<file path="src/rtl/mixw_fifo_pkg.sv">
package mixw_fifo_pkg;

  localparam int PTR_W = 12;
  localparam int LVL_W = PTR_W + 1;

  // physical bits per storage lane for a port of width w
  function automatic int lane_phys(input int w);
    return (w % 9 == 0) ? 9 : 1;
  endfunction

  // accounted bits per storage lane for a port of width w
  function automatic int lane_acct(input int w);
    return (w % 9 == 0) ? 8 : 1;
  endfunction

  // accounted bits for one whole word of width w
  function automatic int acct_bits(input int w);
    return (w / lane_phys(w)) * lane_acct(w);
  endfunction

  // next stored bit count, clamped into [0, cap]
  function automatic int clamp_level(input int cur, input int add,
                                     input int sub, input int cap);
    int t;
    t = cur + add - sub;
    if (t < 0) t = 0;
    else if (t > cap) t = cap;
    return t;
  endfunction

endpackage

</file>
<file path="src/rtl/mixw_ptr.sv">
module mixw_ptr
  import mixw_fifo_pkg::*;
#(
  parameter int CAP_BITS = 256,
  parameter int STEP     = 2
) (
  input  logic             clk,
  input  logic             rst,
  input  logic             adv,
  output logic [PTR_W-1:0] ptr
);

  localparam logic [PTR_W:0] CAP_W  = (PTR_W+1)'(CAP_BITS);
  localparam logic [PTR_W:0] STEP_W = (PTR_W+1)'(STEP);

  logic [PTR_W:0]   sum;
  logic [PTR_W-1:0] ptr_nxt;

  always_comb begin
    sum = {1'b0, ptr} + STEP_W;
    if (sum >= CAP_W) ptr_nxt = PTR_W'(sum - CAP_W);
    else              ptr_nxt = sum[PTR_W-1:0];
  end

  always_ff @(posedge clk) begin
    if (rst)      ptr <= '0;
    else if (adv) ptr <= ptr_nxt;
  end


  range_chk: assert property (@(posedge clk) disable iff (rst)
    {1'b0, ptr} < CAP_W);


  align_chk: assert property (@(posedge clk) disable iff (rst)
    (int'(ptr) % STEP) == 0);


  hold_chk: assert property (@(posedge clk) disable iff (rst)
    !adv |=> $stable(ptr));

endmodule

</file>
<file path="src/rtl/mixw_level.sv">
module mixw_level
  import mixw_fifo_pkg::*;
#(
  parameter int CAP_BITS = 256,
  parameter int WR_ACCT  = 2,
  parameter int RD_ACCT  = 4
) (
  input  logic             clk,
  input  logic             rst,
  input  logic             wr_acc,
  input  logic             rd_acc,
  input  logic [PTR_W-1:0] af_thr,
  input  logic [PTR_W-1:0] ae_thr,
  output logic [LVL_W-1:0] level,
  output logic             full,
  output logic             empty,
  output logic             almost_full,
  output logic             almost_empty
);

  localparam logic [LVL_W-1:0] CAP_L = LVL_W'(CAP_BITS);
  localparam logic [LVL_W-1:0] WR_L  = LVL_W'(WR_ACCT);
  localparam logic [LVL_W-1:0] RD_L  = LVL_W'(RD_ACCT);

  logic [LVL_W-1:0] level_nxt;
  logic [LVL_W-1:0] free_bits;

  always_comb begin
    level_nxt = LVL_W'(clamp_level(int'(level),
                                   wr_acc ? WR_ACCT : 0,
                                   rd_acc ? RD_ACCT : 0,
                                   CAP_BITS));
  end

  always_ff @(posedge clk) begin
    if (rst) level <= '0;
    else     level <= level_nxt;
  end

  always_comb begin
    free_bits    = CAP_L - level;
    full         = free_bits < WR_L;
    empty        = level < RD_L;
    almost_full  = level >= {1'b0, af_thr};
    almost_empty = level <= {1'b0, ae_thr};
  end


  bound_chk: assert property (@(posedge clk) disable iff (rst)
    level <= CAP_L);


  clamp_low_chk: assert property (@(posedge clk) disable iff (rst)
    (rd_acc && !wr_acc && empty) |=> (level == '0));


  clamp_high_chk: assert property (@(posedge clk) disable iff (rst)
    (wr_acc && !rd_acc && full) |=> (level == CAP_L));

endmodule

</file>
<file path="src/rtl/mixw_lanes.sv">
module mixw_lanes
  import mixw_fifo_pkg::*;
#(
  parameter int CAP_BITS = 256,
  parameter int WR_W     = 2,
  parameter int RD_W     = 4
) (
  input  logic             clk,
  input  logic             we,
  input  logic [PTR_W-1:0] wr_ptr,
  input  logic [WR_W-1:0]  wr_data,
  input  logic [PTR_W-1:0] rd_ptr,
  output logic [RD_W-1:0]  rd_data
);

  localparam int LP    = lane_phys(WR_W);
  localparam int LA    = lane_acct(WR_W);
  localparam int NL    = CAP_BITS / LA;
  localparam int WL    = WR_W / LP;
  localparam int RL    = RD_W / LP;
  localparam int IDX_W = (NL > 1) ? $clog2(NL) : 1;

  logic [LP-1:0]    mem [NL];
  logic [IDX_W-1:0] wbase;
  logic [IDX_W-1:0] rbase;

  assign wbase = IDX_W'(wr_ptr / PTR_W'(LA));
  assign rbase = IDX_W'(rd_ptr / PTR_W'(LA));

  always_ff @(posedge clk) begin
    if (we) begin
      for (int j = 0; j < WL; j++) begin
        mem[wbase + IDX_W'(j)] <= wr_data[j*LP +: LP];
      end
    end
  end

  for (genvar k = 0; k < RL; k++) begin : g_rd_lane
    assign rd_data[k*LP +: LP] = mem[rbase + IDX_W'(k)];
  end


  lane0_chk: assert property (@(posedge clk)
    we |=> (mem[$past(wbase)] == $past(wr_data[LP-1:0])));

endmodule

</file>
<file path="src/rtl/mixw_fifo.sv">
module mixw_fifo
  import mixw_fifo_pkg::*;
#(
  parameter int WR_W     = 2,
  parameter int RD_W     = 4,
  parameter int CAP_BITS = 256
) (
  input  logic             clk,
  input  logic             rst,
  input  logic             wr_en,
  input  logic [WR_W-1:0]  wr_data,
  input  logic             rd_en,
  output logic [RD_W-1:0]  rd_data,
  input  logic [PTR_W-1:0] af_thr,
  input  logic [PTR_W-1:0] ae_thr,
  input  logic             stop_on_full,
  input  logic             stop_on_empty,
  output logic [PTR_W-1:0] wr_ptr,
  output logic [PTR_W-1:0] rd_ptr,
  output logic             full,
  output logic             empty,
  output logic             almost_full,
  output logic             almost_empty
);

  localparam int WR_ACCT = acct_bits(WR_W);
  localparam int RD_ACCT = acct_bits(RD_W);

  logic             wr_blocked;
  logic             rd_blocked;
  logic             wr_acc;
  logic             rd_acc;
  logic [LVL_W-1:0] level;

  assign wr_blocked = full && stop_on_full;
  assign rd_blocked = empty && stop_on_empty;
  assign wr_acc     = wr_en && !wr_blocked;
  assign rd_acc     = rd_en && !rd_blocked;

  mixw_ptr #(.CAP_BITS(CAP_BITS), .STEP(WR_ACCT)) u_wptr (
    .clk(clk), .rst(rst), .adv(wr_acc), .ptr(wr_ptr)
  );

  mixw_ptr #(.CAP_BITS(CAP_BITS), .STEP(RD_ACCT)) u_rptr (
    .clk(clk), .rst(rst), .adv(rd_acc), .ptr(rd_ptr)
  );

  mixw_level #(.CAP_BITS(CAP_BITS), .WR_ACCT(WR_ACCT), .RD_ACCT(RD_ACCT)) u_level (
    .clk(clk), .rst(rst), .wr_acc(wr_acc), .rd_acc(rd_acc),
    .af_thr(af_thr), .ae_thr(ae_thr), .level(level),
    .full(full), .empty(empty),
    .almost_full(almost_full), .almost_empty(almost_empty)
  );

  mixw_lanes #(.CAP_BITS(CAP_BITS), .WR_W(WR_W), .RD_W(RD_W)) u_lanes (
    .clk(clk), .we(wr_acc), .wr_ptr(wr_ptr), .wr_data(wr_data),
    .rd_ptr(rd_ptr), .rd_data(rd_data)
  );


  wr_refuse_chk: assert property (@(posedge clk) disable iff (rst)
    (wr_en && wr_blocked) |=> $stable(wr_ptr));


  rd_refuse_chk: assert property (@(posedge clk) disable iff (rst)
    (rd_en && rd_blocked) |=> $stable(rd_ptr));


  wr_refuse_lvl_chk: assert property (@(posedge clk) disable iff (rst)
    (wr_en && wr_blocked && !rd_en) |=> (full && $stable(level)));


  drain_chk: assert property (@(posedge clk) disable iff (rst)
    (rd_acc && !wr_acc && level == LVL_W'(RD_ACCT)) |=> empty);

endmodule

</file>
<file path="config.mk">
export PLATFORM = sky130hd
export DESIGN_NAME = mixw_fifo
export DESIGN_NICKNAME = d
export VERILOG_FILES = /design/src/rtl/mixw_fifo_pkg.sv /design/src/rtl/mixw_ptr.sv /design/src/rtl/mixw_level.sv /design/src/rtl/mixw_lanes.sv /design/src/rtl/mixw_fifo.sv
export SDC_FILE = /design/constraint.sdc
export NUM_CORES = 1
export LEC_CHECK = 0
export BUFFER_PORTS_ARGS = -buffer_cell sky130_fd_sc_hd__buf_2
export CORE_MARGIN = 4
export CORE_UTILIZATION = 60
export DETAILED_ROUTE_END_ITERATION = 10
export PLACE_DENSITY = 0.77
export SYNTH_ARGS = -nofsm -noshare
export SYNTH_HDL_FRONTEND = slang
export SYNTH_SLANG_ARGS = --single-unit
</file>
<file path="constraint.sdc">
create_clock -name clk -period 5.7 [get_ports clk]
set_input_delay 0.57 -clock clk [delete_from_list [all_inputs] [get_ports clk]]
set_output_delay 0.57 -clock clk [all_outputs]
set_load 0.1 [all_outputs]
</file>
==> results.toml, run 1 <==
[yosys]
ys_seq_area_share_pct = 60.9
synth.avg_cell_area_um2 = 14.1
yosysWarnings = 0
synth_cell_types = 65
synth_seq_cells = 295
synth-edff-count = 256
syn_inst = 986
async_reset_ff_share_pct = 0
syn_area_um2 = 13900
ys.flop_type = "edfxtp_1"

[floorplanning]
die_h_um = 160
rows = 55
die_area_um2 = 25700
io-pin-count = 64
die_w_um = 160
core-area_um2 = 22700
start_util_pct = 61.2

[detailed_routing]
drc = 0
wl_per_cell_um = 22.5
wl_um = 30400
viasPerCell = 6.32
drt_iter0_drc = 954
vias = 8546
drt_pre_antenna_iters = 5
drtAntennaViolNets = 0

[clock_network]
cts.reportedPaths.clkPinSlew_ns = 0.06
clk_path_buf_depth = 3
cts-root-buf = "clkbuf_16"
post_cts_buffers = 0
cts-hold-fix-buffers = 0
cts_inserted_buffers = 29
cts_tree = "yes"
cts.sinks = 295
clock_latency_ns = 0.54
htreeDepth = 1

[placement]
port_buffers = 60
dpl.hpwl_um = 19300
place.gp.congestion = 0.886

[finish]
regArea_um2 = 8470
syn_to_final_growth_pct = 11.1
drive_gt1_share_pct = 19.8
fill_cells = 1526
nets = 1136
multiInputGateArea_um2 = 5060
final_core_utilization_pct = 68.0
antennaDiodeCount = 0

[grt]
antenna_found_initial = 0
grt_max_degree = 124
grt.overflow.total = 0
grt_pass1_vias = 8665
grt_pass1_wl_um = 48200
groute.usage.overall_pct = 23.9

[worst_setup_path]
critPathKind = "flip-flop to flip-flop"
required_ns = 6.17
critPathLaunchType = "flip-flop"
worstPathArrival_ns = 5.57
crit_family = "simple AND/OR/NAND/NOR gates"
cp_slowest_stage_delay_ns = 0.52
crit_chain = "inv_1 -> ha_1 -> or4b_1 -> or3_1 -> a211o_1 -> o41a_1 -> clkinv_2 -> ha_1 -> inv_1 -> fa_1 -> a21o_1 -> a2111oi_1 -> o41ai_1 -> a21oi_1 -> nor2_1 -> nor2_1 -> ha_1 -> nand2b_1 -> nor4_2 -> nand4_1 -> nor2b_1"
crit_slowest_cell = "o41ai_1"
crit_top_cell = "ha_1"
end_kind = "flip-flop"
worst-path-buf-inv = 3
critPathMaxFanout = 6

[run_status]
status = "complete, no violations"

[timing]
rsz0062_at_grt = "false"
worst_pin_slew_ns = 1.16
slew_headroom_pct = 22.5
period_minus_slack_ns = 5.10
fin_crit_sh_pct = 89.5
whs_ns = 0.257
fin_tns_setup_ns = 0
fin_skew_ns = 0.0108
maxSlewViolCount = 0
fmax_mhz = 196
finalSetupViolCount = 0
hold_viol = 0

[power_and_ir_drop]
p_per_area_nw_per_um2 = 324
cellLeakagePower_nw = 5.33
power_mw = 5.01
ir_worst_vdd_v = 0.000239

[hold_path]
hold_class = "input pin to flip-flop"

[run]
maxCapViolCount = 0
==> power breakdown <==
part           switching [mW]  leakage (nW)  internal, mW  total, mW
registers              0.0606          2.62          2.36       2.43
logic                   0.387          2.21         0.215      0.602
clock network           0.785         0.494          1.20       1.99
total                    1.23          5.33          3.78       5.01
==> sequential cells by signal (all words and copies together), names as in the netlist, named ones only <==
name	cells
u_lanes.mem	256
u_wptr.ptr	11
u_rptr.ptr	10
u_level.level	12
==> metal layers <==
metal	routed length (um)	global-route usage (%)
met1	12600	34.6
met2	14900	38.8
met3	2300	4.03
met4	621	5.51
met5	0	0
==> synthesized netlist by cell type, types with 2 or more instances <==
library cell  count  share of area, %
a2111oi_0         5              0.31
a211o_1           5              0.31
a211oi_1          6              0.32
a21boi_0          2              0.11
a21o_1            5              0.27
a21oi_1          26              0.94
a22oi_1           7              0.38
a31oi_1           2             0.090
and2_1            4              0.18
and3_1            2             0.090
buf_1             9              0.24
buf_2             4              0.14
buf_4             8              0.43
clkbuf_1         25              0.67
dfxtp_1          39               5.6
edfxtp_1        256                55
ha_1             58               5.2
inv_1            49               1.3
mux2_2            2              0.16
mux2i_1           2              0.14
mux4_2           81                13
nand2_1          44               1.2
nand2_4           4              0.32
nand2b_1          6              0.27
nand3_1          23              0.83
nand4_1          13              0.58
nor2_1          168               4.5
nor2b_1          21              0.94
nor3_1           15              0.54
nor3b_1           2              0.11
nor4_1            5              0.22
o211ai_1          3              0.16
o21ai_0          14              0.50
o21bai_1          2              0.11
o31ai_1           3              0.16
o41ai_1           4              0.25
or2_2             3              0.13
or3_1             3              0.13
xnor2_1          15              0.94
xor2_1           16               1.0
==> cell families (layout without fill, tap and decap cells) <==
kind of cell | after synthesis | in the layout | share of synthesized area, %
compound gates | 97 | 97 | 4.74
xor+xnor | 31 | 31 | 1.95
fa+ha+maj | 59 | 59 | 5.36
buf+inv | 97 | 172 | 2.93
flops | 295 | 295 | 60.9
mux | 85 | 85 | 13.4
other cells | 1 | 7 | 0.0270
simple gates | 321 | 321 | 10.7
==> layout by cell type (no fill, tap or decap), types with 4 or more instances in the layout <==
| cell | netlist | layout |
|---|---|---|
| edfxtp_1 | 256 | 256 |
| nand4_1 | 13 | 13 |
| a211o_1 | 5 | 5 |
| o41ai_1 | 4 | 4 |
| buf_4 | 8 | 11 |
| o21ai_0 | 14 | 14 |
| bufinv_16 | 0 | 6 |
| inv_1 | 49 | 49 |
| xor2_1 | 16 | 16 |
| nor2b_1 | 21 | 21 |
| nor3_1 | 15 | 15 |
| a2111oi_0 | 5 | 4 |
| nand2_4 | 4 | 4 |
| and2_1 | 4 | 4 |
| clkbuf_16 | 0 | 29 |
| ha_1 | 58 | 58 |
| clkinv_1 | 0 | 6 |
| buf_2 | 4 | 58 |
| a211oi_1 | 6 | 6 |
| a22oi_1 | 7 | 7 |
| nand3_1 | 23 | 23 |
| nor2_1 | 168 | 168 |
| nand2_1 | 44 | 44 |
| a21o_1 | 5 | 5 |
| mux4_2 | 81 | 81 |
| a21oi_1 | 26 | 26 |
| dfxtp_1 | 39 | 37 |
| nor4_1 | 5 | 4 |
| clkinv_2 | 1 | 8 |
| nand2b_1 | 6 | 6 |
| conb_1 | 1 | 7 |
| xnor2_1 | 15 | 15 |
==> path summary, 6_finish.rpt <==
kind                                             startpoint                     endpoint  slack [ns]  cells past startpoint
worst min register to register  u_wptr.ptr[11]$_SDFFE_PP0P_  u_wptr.ptr[11]$_SDFFE_PP0P_        0.56                      2
worst max register to register  u_level.level[4]$_SDFF_PP0_  u_level.level[7]$_SDFF_PP0_        0.60                     21
worst max-delay path            u_level.level[4]$_SDFF_PP0_  u_level.level[7]$_SDFF_PP0_        0.60                     21
worst min-delay path                             wr_data[0]    u_lanes.mem[82]$_DFFE_PP_        0.26                      1
==> worst register-to-register path, stage by stage, from the launching register on <==
cell,delay (ns)
dfxtp_1,0.36
inv_1,0.14
ha_1,0.19
or4b_1,0.49
or3_1,0.36
a211o_1,0.28
o41a_1,0.41
clkinv_2,0.13
ha_1,0.26
inv_1,0.10
fa_1,0.21
a21o_1,0.16
a2111oi_1,0.09
o41ai_1,0.52
a21oi_1,0.15
nor2_1,0.10
nor2_1,0.05
ha_1,0.27
nand2b_1,0.06
nor4_2,0.29
nand4_1,0.24
nor2b_1,0.16
==> cell type report <==
| class | instances | area share, % |
|---|---|---|
| clock buffer | 31 | 4.75 |
| clock inverter | 22 | 1.71 |
| inverter | 50 | 1.22 |
| multi-input combinational | 600 | 32.8 |
| sequential | 295 | 54.8 |
| tap | 285 | 2.31 |
| timing repair buffer | 69 | 2.41 |
==> timing repair <==
action | in CTS | in global routing
endpoints found under the setup margin | 0 | 7
endpoints found under the hold margin | 0 | 0
gates resized for setup | 0 | 2
==> through the flow <==
| step | std cells | setup slack [ns] | area (um^2) |
|---|---|---|---|
| final | 1352 | 0.601 | 15400 |
| after global routing | 1352 | 0.134 | 15400 |
| after CTS | 1352 | 0.439 | 15400 |
| after detailed placement | 1299 | 0.487 | 14400 |
| after global placement | 1299 | 0.592 | 14400 |
| after floorplan | 992 | 0.120 | 13900 |
Power figures use the tool's default switching activity.
==> run 2, diff against run 1 <==
--- a/config.mk
+++ b/config.mk
@@ -7,9 +7,10 @@
 export LEC_CHECK = 0
 export BUFFER_PORTS_ARGS = -buffer_cell sky130_fd_sc_hd__buf_2
 export CORE_MARGIN = 4
-export CORE_UTILIZATION = 60
+export CORE_UTILIZATION = 50
 export DETAILED_ROUTE_END_ITERATION = 10
-export PLACE_DENSITY = 0.77
+export PLACE_DENSITY = 0.66
+export SLEW_MARGIN = 20
 export SYNTH_ARGS = -nofsm -noshare
 export SYNTH_HDL_FRONTEND = slang
 export SYNTH_SLANG_ARGS = --single-unit
==> run 2 against run 1 <==
  * Clock skew is 0.013 ns higher
  * Core utilization fell by 11 points
  * Final area rose by 0.74%
  * Wire length is 0.96% higher
  * Clock power about the same
  * First-iteration DRC count shrank 12%
  * Total power down 0.63%
  * Non-clock buffer count is the same
  * Combinational power is 1% lower
  * Largest power group unchanged
==> results.toml, run 2 (synthesis results as in run 1) <==
[run_status]
status = "complete, no violations"

[timing]
fin_tns_setup_ns = 0
slew_headroom_pct = 27.8
whs_ns = 0.319
period_minus_slack_ns = 5.23
rsz0062_at_grt = "false"
fin_crit_sh_pct = 91.7
finalSetupViolCount = 0
fin_skew_ns = 0.0236
fmax_mhz = 191
worst_pin_slew_ns = 1.08
hold_viol = 0
maxSlewViolCount = 0

[clock_network]
htreeDepth = 1
cts_tree = "yes"
cts_resized = 0
cts.reportedPaths.clkPinSlew_ns = 0.06
clk_path_buf_depth = 3
cts_inserted_buffers = 31
cts-root-buf = "clkbuf_16"
post_cts_buffers = 0
cts-hold-fix-buffers = 0
clock_latency_ns = 0.58
cts.sinks = 295

[hold_path]
min_from = "wr_data[0]"
hold_class = "input pin to flip-flop"
hold_path_end = "u_lanes.mem[30]$_DFFE_PP_"
min_path_cells = 1

[power_and_ir_drop]
cellLeakagePower_nw = 5.32
ir_worst_vdd_v = 0.000219
p_per_area_nw_per_um2 = 320
power_mw = 4.98

[finish]
reg.largest.list = "u_lanes.mem x256, u_level.level x12, u_wptr.ptr x11"
nets = 1138
drive_gt1_share_pct = 19.9
final_cell_mix = "edfxtp_1, nor2_1, mux4_2"
final_core_utilization_pct = 57.3
largest_reg_flops = 256
finalNonFillerCells = 1444
regMostFlops = "u_lanes.mem"
fill_cells = 2197
final_common_cell = "edfxtp_1"
antennaDiodeCount = 0
syn_to_final_growth_pct = 11.9

[grt]
antenna_found_initial = 0
groute.usage.overall_pct = 20.1
grt_max_degree = 114
grt_pass1_vias = 8476
grt.overflow.total = 0
grt_pass1_wl_um = 48100

[detailed_routing]
viasPerCell = 5.81
drc = 0
drt_iter0_drc = 838
wl_um = 30700
drtAntennaViolNets = 0
drt_pre_antenna_iters = 6
vias = 8385
wl_per_cell_um = 21.3

[worst_setup_path]
crit_family = "simple AND/OR/NAND/NOR gates"
cp_slowest_stage_delay_ns = 0.49
end_kind = "flip-flop"
crit_top_cell = "ha_1"
critPathMaxFanout = 6
worstPathArrival_ns = 5.71
r2r-start = "u_level.level[4]$_SDFF_PP0_"
worst-path-buf-inv = 3
worstReg2RegEnd = "u_level.level[4]$_SDFF_PP0_"
required_ns = 6.19
crit_chain = "inv_1 -> ha_1 -> or4b_1 -> or3_1 -> a211o_1 -> o41a_1 -> clkinv_2 -> ha_1 -> inv_1 -> fa_1 -> a21o_1 -> a2111oi_0 -> o41ai_1 -> a21oi_1 -> nor2_1 -> nor2_1 -> ha_1 -> nand2b_1 -> nor4_2 -> nand4_1 -> nor2b_1"
reg2reg_depth = 21
r2r_slack_ns = 0.47
critPathLaunchType = "flip-flop"
critPathKind = "flip-flop to flip-flop"
crit_slowest_cell = "or4b_1"

[floorplanning]
core-area_um2 = 27200
rows = 60
start_util_pct = 51.2
die_area_um2 = 30500
die_w_um = 175
io-pin-count = 64
die_h_um = 175

[placement]
dp_cells = 1386
place.gp.congestion = 0.858
dpl.hpwl_um = 20200
port_buffers = 60

[run]
maxCapViolCount = 0
run 2: cell types whose count changed in the layout (fill, tap and decap cells not counted), sizes merged:
cell and delta:
inv +1, bufinv -4, clkinv -5, clkinvlp +3
clkbuf +10
run 2: metrics by stage:
| stage | setup WS [ns] | instance area, um^2 |
|---|---|---|
| after CTS | 0.341 | 15600 |
| after floorplan | 0.120 | 13900 |
| after global placement | 0.472 | 14600 |
| after detailed placement | 0.387 | 14600 |
| final | 0.474 | 15600 |
| after global routing | 0.0647 | 15600 |
run 2: worst max path at each step:
stage                                      startpoint                     endpoint  slack [ns]  cells past startpoint
after detailed placement  u_level.level[4]$_SDFF_PP0_  u_level.level[4]$_SDFF_PP0_        0.39                     21
after floorplan           u_level.level[3]$_SDFF_PP0_  u_level.level[4]$_SDFF_PP0_        0.12                     20
final                     u_level.level[4]$_SDFF_PP0_  u_level.level[4]$_SDFF_PP0_        0.47                     21
after CTS                 u_level.level[4]$_SDFF_PP0_  u_level.level[4]$_SDFF_PP0_        0.34                     21
after global routing      u_level.level[4]$_SDFF_PP0_  u_level.level[4]$_SDFF_PP0_        0.06                     21
after global placement    u_level.level[4]$_SDFF_PP0_  u_level.level[4]$_SDFF_PP0_        0.47                     21
run 2: final cells by class:
cell class	instances	area, um^2	share of cell area [%]
clock buffers	41	843	5.42
inverters	50	189	1.21
clock inverters	17	160	1.03
well taps	372	465	2.99
multi-input cells	600	5060	32.5
flip-flops and latches	295	8470	54.4
repair buffers	69	373	2.40
run 2: power breakdown:
group / switching, mW / internal, mW / total, mW
logic: 0.381 / 0.215 / 0.596
registers: 0.0650 / 2.37 / 2.43
clock network: 0.820 / 1.14 / 1.96
run 2: layer usage:
metal,wire length [um],global-route usage (%),up-vias
li1,-,-,3850
met4,572,5.14,0
met2,15100,32.8,245
met5,0,0,-
met1,13400,28.7,4249
met3,1710,2.83,41
==> run 3, diff against run 2 <==
--- a/config.mk
+++ b/config.mk
@@ -5,11 +5,11 @@
 export SDC_FILE = /design/constraint.sdc
 export NUM_CORES = 1
 export LEC_CHECK = 0
-export BUFFER_PORTS_ARGS = -buffer_cell sky130_fd_sc_hd__buf_2
 export CORE_MARGIN = 4
 export CORE_UTILIZATION = 50
 export DETAILED_ROUTE_END_ITERATION = 10
-export PLACE_DENSITY = 0.66
+export DONT_BUFFER_PORTS = 1
+export PLACE_DENSITY = 0.64
 export SLEW_MARGIN = 20
 export SYNTH_ARGS = -nofsm -noshare
 export SYNTH_HDL_FRONTEND = slang
==> run 3 against run 2 <==
  * Core utilization is 0.71 points lower
  * Count of clock-buffer cells in the layout is 2 lower
  * Sequential share of layout area is 0.72 points higher
  * Maximum frequency is 0.98% higher
  * Final cell count is 3.3% lower
  * Sequential cell count stayed put
  * Largest cell class unchanged
  * Clock power hardly changed
  * Total power is 1.4% lower
  * Wire length is 1.4% lower
  * Register-to-register slack better by 0.05 ns
  * Critical path depth stayed put
  * Critical endpoint unchanged
==> results.toml, run 3 (synthesis results as in run 1) <==
[power_and_ir_drop]
power_mw = 4.91
cellLeakagePower_nw = 5.12
ir_worst_vdd_v = 0.000244
p_per_area_nw_per_um2 = 320

[placement]
port_buffers = 0
place.gp.congestion = 0.868
dp_cells = 1338
dpl.hpwl_um = 19600

[worst_setup_path]
critPathMaxFanout = 6
required_ns = 6.19
critPathKind = "flip-flop to flip-flop"
worstPathArrival_ns = 5.67
critPathLaunchType = "flip-flop"
cp_slowest_stage_delay_ns = 0.53
end_kind = "flip-flop"
crit_slowest_cell = "or4b_1"
crit_chain = "inv_1 -> ha_1 -> or4b_1 -> or3_1 -> a211o_1 -> o41a_1 -> clkinv_2 -> ha_1 -> inv_1 -> fa_1 -> a21o_1 -> a2111oi_1 -> o41ai_1 -> a21oi_1 -> nor2_1 -> nor2_1 -> ha_1 -> nand2b_1 -> nor4_2 -> nand4_1 -> nor2b_1"
crit_top_cell = "ha_1"
reg2reg_depth = 21

[timing]
fmax_mhz = 193
rsz0062_at_grt = "false"
fin_tns_setup_ns = 0
fin_skew_ns = 0.0129
maxSlewViolCount = 0
fin_crit_sh_pct = 90.8
hold_viol = 0
whs_ns = 0.0691
worst_pin_slew_ns = 1.14
period_minus_slack_ns = 5.17
slew_headroom_pct = 23.7
finalSetupViolCount = 0

[run]
maxCapViolCount = 0

[finish]
final_core_utilization_pct = 56.6
regMostFlops = "u_lanes.mem"
reg.largest.list = "u_lanes.mem x256, u_level.level x12, u_wptr.ptr x11"
final_cell_mix = "edfxtp_1, nor2_1, mux4_2"
regArea_um2 = 8480
nets = 1090
antennaDiodeCount = 0
finalNonFillerCells = 1396
drive_gt1_share_pct = 16.4
multiInputGateArea_um2 = 5070
largest_reg_flops = 256
fill_cells = 2234
final_common_cell = "edfxtp_1"
syn_to_final_growth_pct = 10.5

[clock_network]
cts-root-buf = "clkbuf_16"
cts_tree = "yes"
clk_path_buf_depth = 3
cts-hold-fix-buffers = 0
clock_latency_ns = 0.56
htreeDepth = 1
cts.sinks = 295
cts.reportedPaths.clkPinSlew_ns = 0.06
cts_inserted_buffers = 31

[hold_path]
hold_class = "input pin to flip-flop"
min_path_cells = 1

[detailed_routing]
wl_um = 30300
drt_pre_antenna_iters = 5
drt_iter0_drc = 701
drtAntennaViolNets = 0
viasPerCell = 5.82
vias = 8128
wl_per_cell_um = 21.7
drc = 0

[floorplanning]
core-area_um2 = 27200
io-pin-count = 64
start_util_pct = 51.2
die_h_um = 175
die_w_um = 175
die_area_um2 = 30500
rows = 60

[grt]
grt.overflow.total = 0
grt_max_degree = 129
grt_pass1_wl_um = 47800
grt_pass1_vias = 8170
antenna_found_initial = 0
groute.usage.overall_pct = 19.9

[run_status]
status = "complete, no violations"
run 3: final timing paths:
check	from	endpoint	slack, ns
worst max-delay path	u_level.level[5]$_SDFF_PP0_	u_level.level[4]$_SDFF_PP0_	0.53
worst min-delay path	rst	u_wptr.ptr[10]$_SDFFE_PP0P_	0.07
worst max register to register	u_level.level[5]$_SDFF_PP0_	u_level.level[4]$_SDFF_PP0_	0.53
worst min register to register	u_rptr.ptr[8]$_SDFFE_PP0P_	u_rptr.ptr[8]$_SDFFE_PP0P_	0.75
run 3: metal layers:
| metal | share of wire (%) | up-vias | routed length, um | track usage, % |
|---|---|---|---|---|
| li1 | - | 3746 | - | - |
| met1 | 43 | 4100 | 13000 | 28.2 |
| met2 | 49 | 247 | 15000 | 33.5 |
| met3 | 6.3 | 35 | 1900 | 3.27 |
| met4 | 1.5 | 0 | 453 | 3.27 |
| met5 | 0 | - | 0 | 0 |
run 3: report_power, final:
group | switching, mW | total, mW | internal, mW
Combinational | 0.306 | 0.512 | 0.205
Clock | 0.811 | 1.93 | 1.12
Sequential | 0.106 | 2.47 | 2.36
run 3: repair_timing:
item	4_1_cts	5_1_grt
setup endpoints to repair	0	7
gates resized for setup	0	2
setup buffers	0	0
run 3: cell type report:
type	instances	area share, %
Multi-Input combinational cell	600	33.0
Clock inverter	19	1.06
Timing Repair Buffer	21	1.14
Sequential cell	295	55.2
Tap cell	372	3.03
Inverter	50	1.23
Clock buffer	39	5.37
run 3: worst max-delay path: cells and delay by family (launching register included):
kind / cells / cell delay [ns]
flops: 1 / 0.35
simple gates: 8 / 1.81
buf+inv: 3 / 0.35
compound gates: 6 / 1.69
fa+ha+maj: 4 / 0.91
run 3: per-stage QoR:
stage | worst slack, ns | area [um^2]
6_report | 0.525 | 15400
4_1_cts | 0.325 | 15400
2_1_floorplan | 0.120 | 13900
3_5_place_dp | 0.359 | 14400
5_1_grt | 0.0541 | 15400
3_3_place_gp | 0.448 | 14400
